**src/rtl/strobe_port_irq.sv**
```systemverilog
module strobe_port_irq #(
  parameter int W    = 8,
  parameter int SYNC = 2
) (
  input  logic         clk,
  input  logic         rst_n,
  input  logic [1:0]   reg_addr,
  input  logic         reg_wr,
  input  logic         reg_rd,
  input  logic [W-1:0] reg_wdata,
  output logic [W-1:0] reg_rdata,
  input  logic [W-1:0] pa_in,
  input  logic [W-1:0] pb_in,
  input  logic         pa_stb,
  input  logic         pb_stb,
  output logic [W-1:0] pa_out,
  output logic [W-1:0] pb_out,
  output logic         pa_oe,
  output logic         pb_oe,
  output logic         irq_n,
  output logic         irq_pull
);
  localparam int NP = 2;

  logic [NP-1:0]   dir, pol, en, flag, eff, eff_q, rise, stb_s;
  logic            wz;
  logic [W-1:0]    pin  [NP];
  logic [W-1:0]    dat_s[NP];
  logic [W-1:0]    latch[NP];
  logic [W-1:0]    outr [NP];
  logic [SYNC-1:0] ssh  [NP];
  logic [W-1:0]    dsh  [NP][SYNC];

  assign pin[0] = pa_in;
  assign pin[1] = pb_in;

  always_ff @(posedge clk or negedge rst_n) begin
    if (!rst_n) begin
      for (int p = 0; p < NP; p++) begin
        ssh[p] <= '0;
        for (int k = 0; k < SYNC; k++) dsh[p][k] <= '0;
      end
    end else begin
      ssh[0] <= {ssh[0][SYNC-2:0], pa_stb};
      ssh[1] <= {ssh[1][SYNC-2:0], pb_stb};
      for (int p = 0; p < NP; p++) begin
        dsh[p][0] <= pin[p];
        for (int k = 1; k < SYNC; k++) dsh[p][k] <= dsh[p][k-1];
      end
    end
  end

  always_comb begin
    for (int p = 0; p < NP; p++) begin
      stb_s[p] = ssh[p][SYNC-1];
      dat_s[p] = dsh[p][SYNC-1];
    end
  end

  assign eff  = stb_s ^ pol;
  assign rise = eff & ~eff_q;

  always_ff @(posedge clk or negedge rst_n) begin
    if (!rst_n) begin
      eff_q <= '0;
      for (int p = 0; p < NP; p++) latch[p] <= '0;
    end else begin
      eff_q <= eff;
      for (int p = 0; p < NP; p++)
        if (!eff[p]) latch[p] <= dat_s[p];
    end
  end

  always_ff @(posedge clk or negedge rst_n) begin
    if (!rst_n) begin
      dir <= '0;
      pol <= '0;
      wz  <= 1'b0;
      en  <= '0;
      for (int p = 0; p < NP; p++) outr[p] <= '0;
    end else if (reg_wr) begin
      case (reg_addr)
        2'd0: begin
          dir <= reg_wdata[1:0];
          pol <= reg_wdata[3:2];
          wz  <= reg_wdata[4];
        end
        2'd1:    en      <= reg_wdata[5:4];
        2'd2:    outr[0] <= reg_wdata;
        default: outr[1] <= reg_wdata;
      endcase
    end
  end

  logic [NP-1:0] clr;
  always_comb begin
    for (int p = 0; p < NP; p++)
      clr[p] = ( wz && reg_wr && reg_addr == 2'd1 && !reg_wdata[p])
            || (!wz && reg_rd && reg_addr == 2'(2 + p));
  end

  always_ff @(posedge clk or negedge rst_n) begin
    if (!rst_n) flag <= '0;
    else        flag <= (rise & ~dir) | (flag & ~clr);
  end

  always_comb begin
    reg_rdata = '0;
    case (reg_addr)
      2'd0:    reg_rdata[4:0] = {wz, pol, dir};
      2'd1:    begin reg_rdata[5:4] = en; reg_rdata[1:0] = flag; end
      2'd2:    reg_rdata = dir[0] ? outr[0] : latch[0];
      default: reg_rdata = dir[1] ? outr[1] : latch[1];
    endcase
  end

  assign pa_out   = outr[0];
  assign pb_out   = outr[1];
  assign pa_oe    = dir[0];
  assign pb_oe    = dir[1];
  assign irq_pull = |(flag & en);
  assign irq_n    = ~irq_pull;
endmodule


```
**config.mk**
```make
export PLATFORM = sky130hd
export DESIGN_NAME = strobe_port_irq
export DESIGN_NICKNAME = d
export VERILOG_FILES = /design/src/rtl/strobe_port_irq.sv
export SDC_FILE = /design/constraint.sdc
export NUM_CORES = 1
export LEC_CHECK = 0
export CAP_MARGIN = 20
export CORE_AREA = 2 2 68 96
export CTS_CLUSTER_DIAMETER = 150
export DETAILED_ROUTE_END_ITERATION = 10
export DIE_AREA = 0 0 70 98
export PLACE_DENSITY = 0.77
export REMOVE_ABC_BUFFERS = 1
export SLEW_MARGIN = 20
export SYNTH_ARGS = -nofsm -noshare
export SYNTH_HDL_FRONTEND = slang
export SYNTH_SLANG_ARGS = --single-unit
```
**constraint.sdc**
```tcl
create_clock -name clk -period 2.09 [get_ports clk]
set_clock_uncertainty 0.05 [all_clocks]
set_input_delay 0.418 -clock clk [delete_from_list [all_inputs] [get_ports clk]]
set_output_delay 0.418 -clock clk [all_outputs]
set_load 0.05 [all_outputs]
```
## Word level (Yosys, flattened, before mapping)

Index checks and enable logic that the tools add are counted.

- Register bits: 79
- Input bits: 32

- Bitwise operators: 11
- Reduce and logical (&&, ||, !) cells: 20
- Mux-type cells: 7
- Equality and inequality tests: 3

Operators with widths:

| cell | count |
|---|---|
| 8-bit two-way mux | 2 |
| 2-bit one-hot mux with 3 select lines | 2 |
| 2-bit AND | 4 |
| 2-bit AND reduction | 4 |
| 1-bit logical AND | 7 |
| 2-bit NOT | 3 |
| 1-bit one-hot mux with 3 select lines | 2 |
| 2-bit equality test (second input constant) | 2 |
| 2-bit one-hot mux with 2 select lines | 1 |
| 2-bit OR reduction | 2 |
| 1-bit zero test | 3 |
| 3-bit OR reduction | 1 |
| 2-bit by 1-bit equality test with 1-bit output (second input constant) | 1 |
| 2-bit zero test | 1 |
| 1-bit logical OR | 2 |
| 1-bit NOT | 2 |
| 2-bit OR | 1 |
| 2-bit XOR | 1 |

## Depth between registers and ports, before layout

Gate-level depths: netlist of run 1.

- Depth after elaboration: 7
- Mapped depth: 5
- Mapped depth without buffers: 3

## Worst setup path after synthesis of run 1

Ideal clock, no wire load.

- Kind: register -> output
- Start point: reg dir[1]
- End point: out reg_rdata[2]
- Slack: -426 ps
- Arrival time: 2048 ps
- Cell stages (with the launch flop): 4
- Cells stage by stage: dfrtp_1 -> buf_6 -> mux2i_1 -> o21ai_0

- Word-level cells in the longest chain between the ends: 2

RTL lines:

| item | line | text |
|---|---|---|
| from (decl) | 25 | `logic [NP-1:0] dir, pol, en, flag, eff, eff_q, rise, stb_s;` |
| from (signal assigned) | 84 | `dir <= reg_wdata[1:0];` |
| 8-bit two-way mux | 113 | `default: reg_rdata = dir[1] ? outr[1] : latch[1];` |
| 2-bit one-hot mux with 3 select lines | 109 | `case (reg_addr)` |
| to (decl) | 11 | `output logic [W-1:0] reg_rdata,` |

Every way passes these cells.

## Worst setup path after layout of run 1

- Start point: reg dir[1]
- End point: out reg_rdata[1]

- Word-level cells in the longest chain between the ends: 2

RTL lines:

| item | line |
|---|---|
| 8-bit two-way mux | 113 |
| 2-bit one-hot mux with 3 select lines * | 109 |

Mark *: on every way between the ends. The rest lies on a longest branch, timed or not.

==> impl_metrics.json, run 1 <==
{
  "outcome": "finished, violations left",
  "violations": "setup timing",
  "synth_common_cells": "dfrtp_1, mux2_2, mux2i_1",
  "cts_max_path_buffers": 2,
  "ios": 60,
  "dieHeight_um": 98,
  "power_mw": 4.680,
  "ff2ff_setup_slack_ns": 0.57,
  "dp_hpwl_um": 3909,
  "reg2regPathDepth": 2,
  "antenna_found_initial": 0,
  "swShare_pct": 30.39,
  "p_leak_nw": 1.840,
  "die_area_sq_mm": 0.006860,
  "synthesis.area_sq_mm": 0.002932,
  "htreeDepth": 3,
  "cpPeakStageDelay_ns": 0.49,
  "start_util_pct": 48.53,
  "setup.worst_path.start_class": "flip-flop",
  "yosys-top-cells-area": "dfrtp_1, mux2_2, mux2i_1, mux4_2, xnor2_2",
  "pwr-share-clk_pct": 27.2,
  "crit_type": "reg2out",
  "first_pass_iters": 4,
  "synthArstFlopShare_pct": 100.0,
  "port_buffers": 59,
  "die_w_um": 70,
  "pwr-share-comb_pct": 31.6,
  "cap_violations": 0,
  "drc_errors": 0,
  "coreArea_sq_mm": 0.006041,
  "crit_family": "multiplexers",
  "layout-drive-gt1-share_pct": 39.03,
  "whs_ns": 0.2939,
  "relSlewSlack_pct": 59.03,
  "maxSlewViolCount": 0,
  "placed_cells_incl_taps": 321,
  "arrival_ns": 1.76,
  "fmax_ghz": 0.4482,
  "path_cells": "mux2_4 > mux4_2 > buf_6",
  "hold_path_depth": 0,
  "yosysMostFrequentCell": "dfrtp_1",
  "synthFlopType": "dfrtp_1",
  "synth.distinct_cells": 28,
  "synth-seq-cells": 79,
  "setup_violations": 5,
  "min_path_type": "reg2reg",
  "syn_area_per_cell_sq_um": 16.47,
  "insertion_delay_ns": 0.34,
  "critPathCaptureType": "primary output",
  "clkTransAtPathRegs_ns": 0.07,
  "postRouteAntennaNets": 0,
  "num_antenna_cells": 0,
  "finalHoldViolations": 0,
  "netlist_instances": 178,
  "p_int_mw": 3.258,
  "grt_pass1_vias": 1805,
  "cts_root_buffer": "clkbuf_8",
  "grt_use_total_pct": 17.03,
  "cts-buffers-inserted": 9,
  "layout_setup_ws_ns": -0.1412,
  "critical-path-slowest-cell": "mux4_2",
  "place_ws_ns": -0.1743,
  "synth_edf_count": 0,
  "routed-via-count": 1787,
  "wl_per_cell_um": 16.11,
  "power.density_mw_per_mm2": 1127,
  "num_rows": 34,
  "crit_buf_inv": 1,
  "viasPerCell": 5.240,
  "worstPathRequired_ns": 1.62,
  "holdPathEnd": "ssh[3]",
  "p_switching_mw": 1.422,
  "yosysSeqAreaShare_pct": 67.43,
  "nets": 297,
  "r2r_end": "latch[15]",
  "fin_cells": 341,
  "yosysTopAreaCell": "dfrtp_1",
  "clock_sinks": 79,
  "grt_pass1_wl_um": 8756,
  "rsz0062_at_grt": "yes",
  "worst_pin_slew_ns": 0.6116,
  "area_growth_pct": 41.61,
  "gr-total-overflow": 0,
  "wirelength_um": 5493,
  "finalCritPeriodShare_pct": 106.8,
  "gp_congestion": 0.8776,
  "rr_startpoint": "pol[0]",
  "ys.warnings.count": 0,
  "cts_tree": "built",
  "drt_iter0_drc": 60,
  "p_seq_share_pct": 41.2,
  "min_period_ns": 2.231,
  "cp_max_fo": 4,
  "grt_max_degree": 31,
  "synth_top_area_share_pct": 67.43,
  "hp-start": "ssh[2]",
  "ir_worst_vdd_v": 0.0009390,
  "postLayoutCoreUtil_pct": 68.72
}
==> flip-flops by register name, summed over array words and instances, names as in the netlist, 2 cells and up <==
name / count
dat_s: 16
dir: 2
dsh: 16
eff_q: 2
en: 2
flag: 2
latch: 16
pa_out: 8
pb_out: 8
pol: 2
ssh: 4
==> worst register-to-register path, stage by stage (launching register included) <==
cell and delay [ns]:
dfrtp_1 0.43, xnor2_2 0.53, mux2_2 0.40
==> through the flow <==
stage,setup TNS (ns),cell area (sq um)
2_1_floorplan,-1.587,2888
3_3_place_gp,-0.7279,3799
3_5_place_dp,-0.9642,3799
4_1_cts,-0.4924,4121
5_1_grt,-0.7569,4151
6_report,-0.3451,4151
==> cells in the final DEF (no fill, tap or decap), types with 2 or more instances in the layout <==
cell	Yosys	routed
nand2_1	3	3
nand3b_1	2	2
inv_1	4	4
clkdlybuf4s50_1	0	44
mux4_2	2	2
o211a_4	0	2
bufinv_16	0	3
buf_4	1	18
clkbuf_1	0	2
buf_12	0	10
o31ai_1	2	2
dlygate4sd2_1	0	3
mux2i_1	9	9
a21oi_1	3	2
o221ai_1	2	2
buf_6	2	5
nand2b_1	2	2
dfrtp_1	79	77
mux2_2	43	39
mux2_4	2	6
xnor2_2	2	2
dfrtp_2	0	2
clkbuf_8	0	9
nor2_1	3	3
a211o_1	2	2
==> kinds of logic after synthesis <==
kind of cell | count (synthesis) | share of synthesized area (%)
muxes | 56 | 22.15
buffers and inverters | 10 | 2.006
DFF | 79 | 67.44
xor gates and xnor gates | 2 | 1.110
and+or+nand+nor | 13 | 2.774
AOI/OAI and AO/OA | 18 | 4.524
==> final cells by class <==
type                       instances  area [sq um]
sequential                        79          1979
fill                             421          1889
multi-input combinational         89         939.7
timing repair buffer              82         900.9
clock buffer                      11         131.4
clock inverter                     4         95.09
tap                               72         90.09
inverter                           4         15.01
==> power by group through the flow <==
stage | clock (mW) | sequential [mW] | combinational, mW
after CTS | 1.31 | 1.93 | 1.47
after global routing | 1.38 | 1.96 | 1.54
after floorplan | 0 | 2.15 | 0.623
final | 1.27 | 1.93 | 1.48
after global placement | 0 | 1.95 | 1.40
after detailed placement | 0 | 1.95 | 1.41
==> how the worst max path moves through the flow <==
stage	startpoint	end	depth (start not counted)
global route	dir[0]	reg_rdata[1]	3
detailed placement	reg_addr[1]	reg_rdata[4]	4
global placement	reg_addr[1]	reg_rdata[4]	4
finish	dir[1]	reg_rdata[1]	3
CTS	dir[1]	reg_rdata[1]	3
floorplan	dir[1]	reg_rdata[2]	2
==> metal layers <==
layer	vias up	wire length, um	GRT usage, %
met5	-	0	0
met4	0	178	9.172
met3	16	278	5.573
met2	61	2757	25.71
met1	902	2278	21.86
li1	808	-	-
==> repair_timing <==
| item | 4_1_cts | 5_1_grt |
|---|---|---|
| endpoints found under the hold margin | 27 | 0 |
| resized for setup | 16 | 5 |
| pin swaps | 3 | 2 |
| cloned | 1 | 0 |
| setup endpoints to repair | 9 | 7 |
| hold buffers | 1 | 0 |
| setup buffers | 2 | 1 |
Note: power is estimated with default switching activity, not from simulation.
==> run 2: changes to the inputs <==
Settings changed: CTS_CLUSTER_DIAMETER 150 to 100.
==> results of run 2 <==
Same layout as run 1: the final DEF is identical, and so are final timing and power.
==> run 3: changes to the inputs <==
Settings changed: CAP_MARGIN 20 to not set.
==> results of run 3 <==
Same layout as run 1: the final DEF is identical, and so are final timing and power.
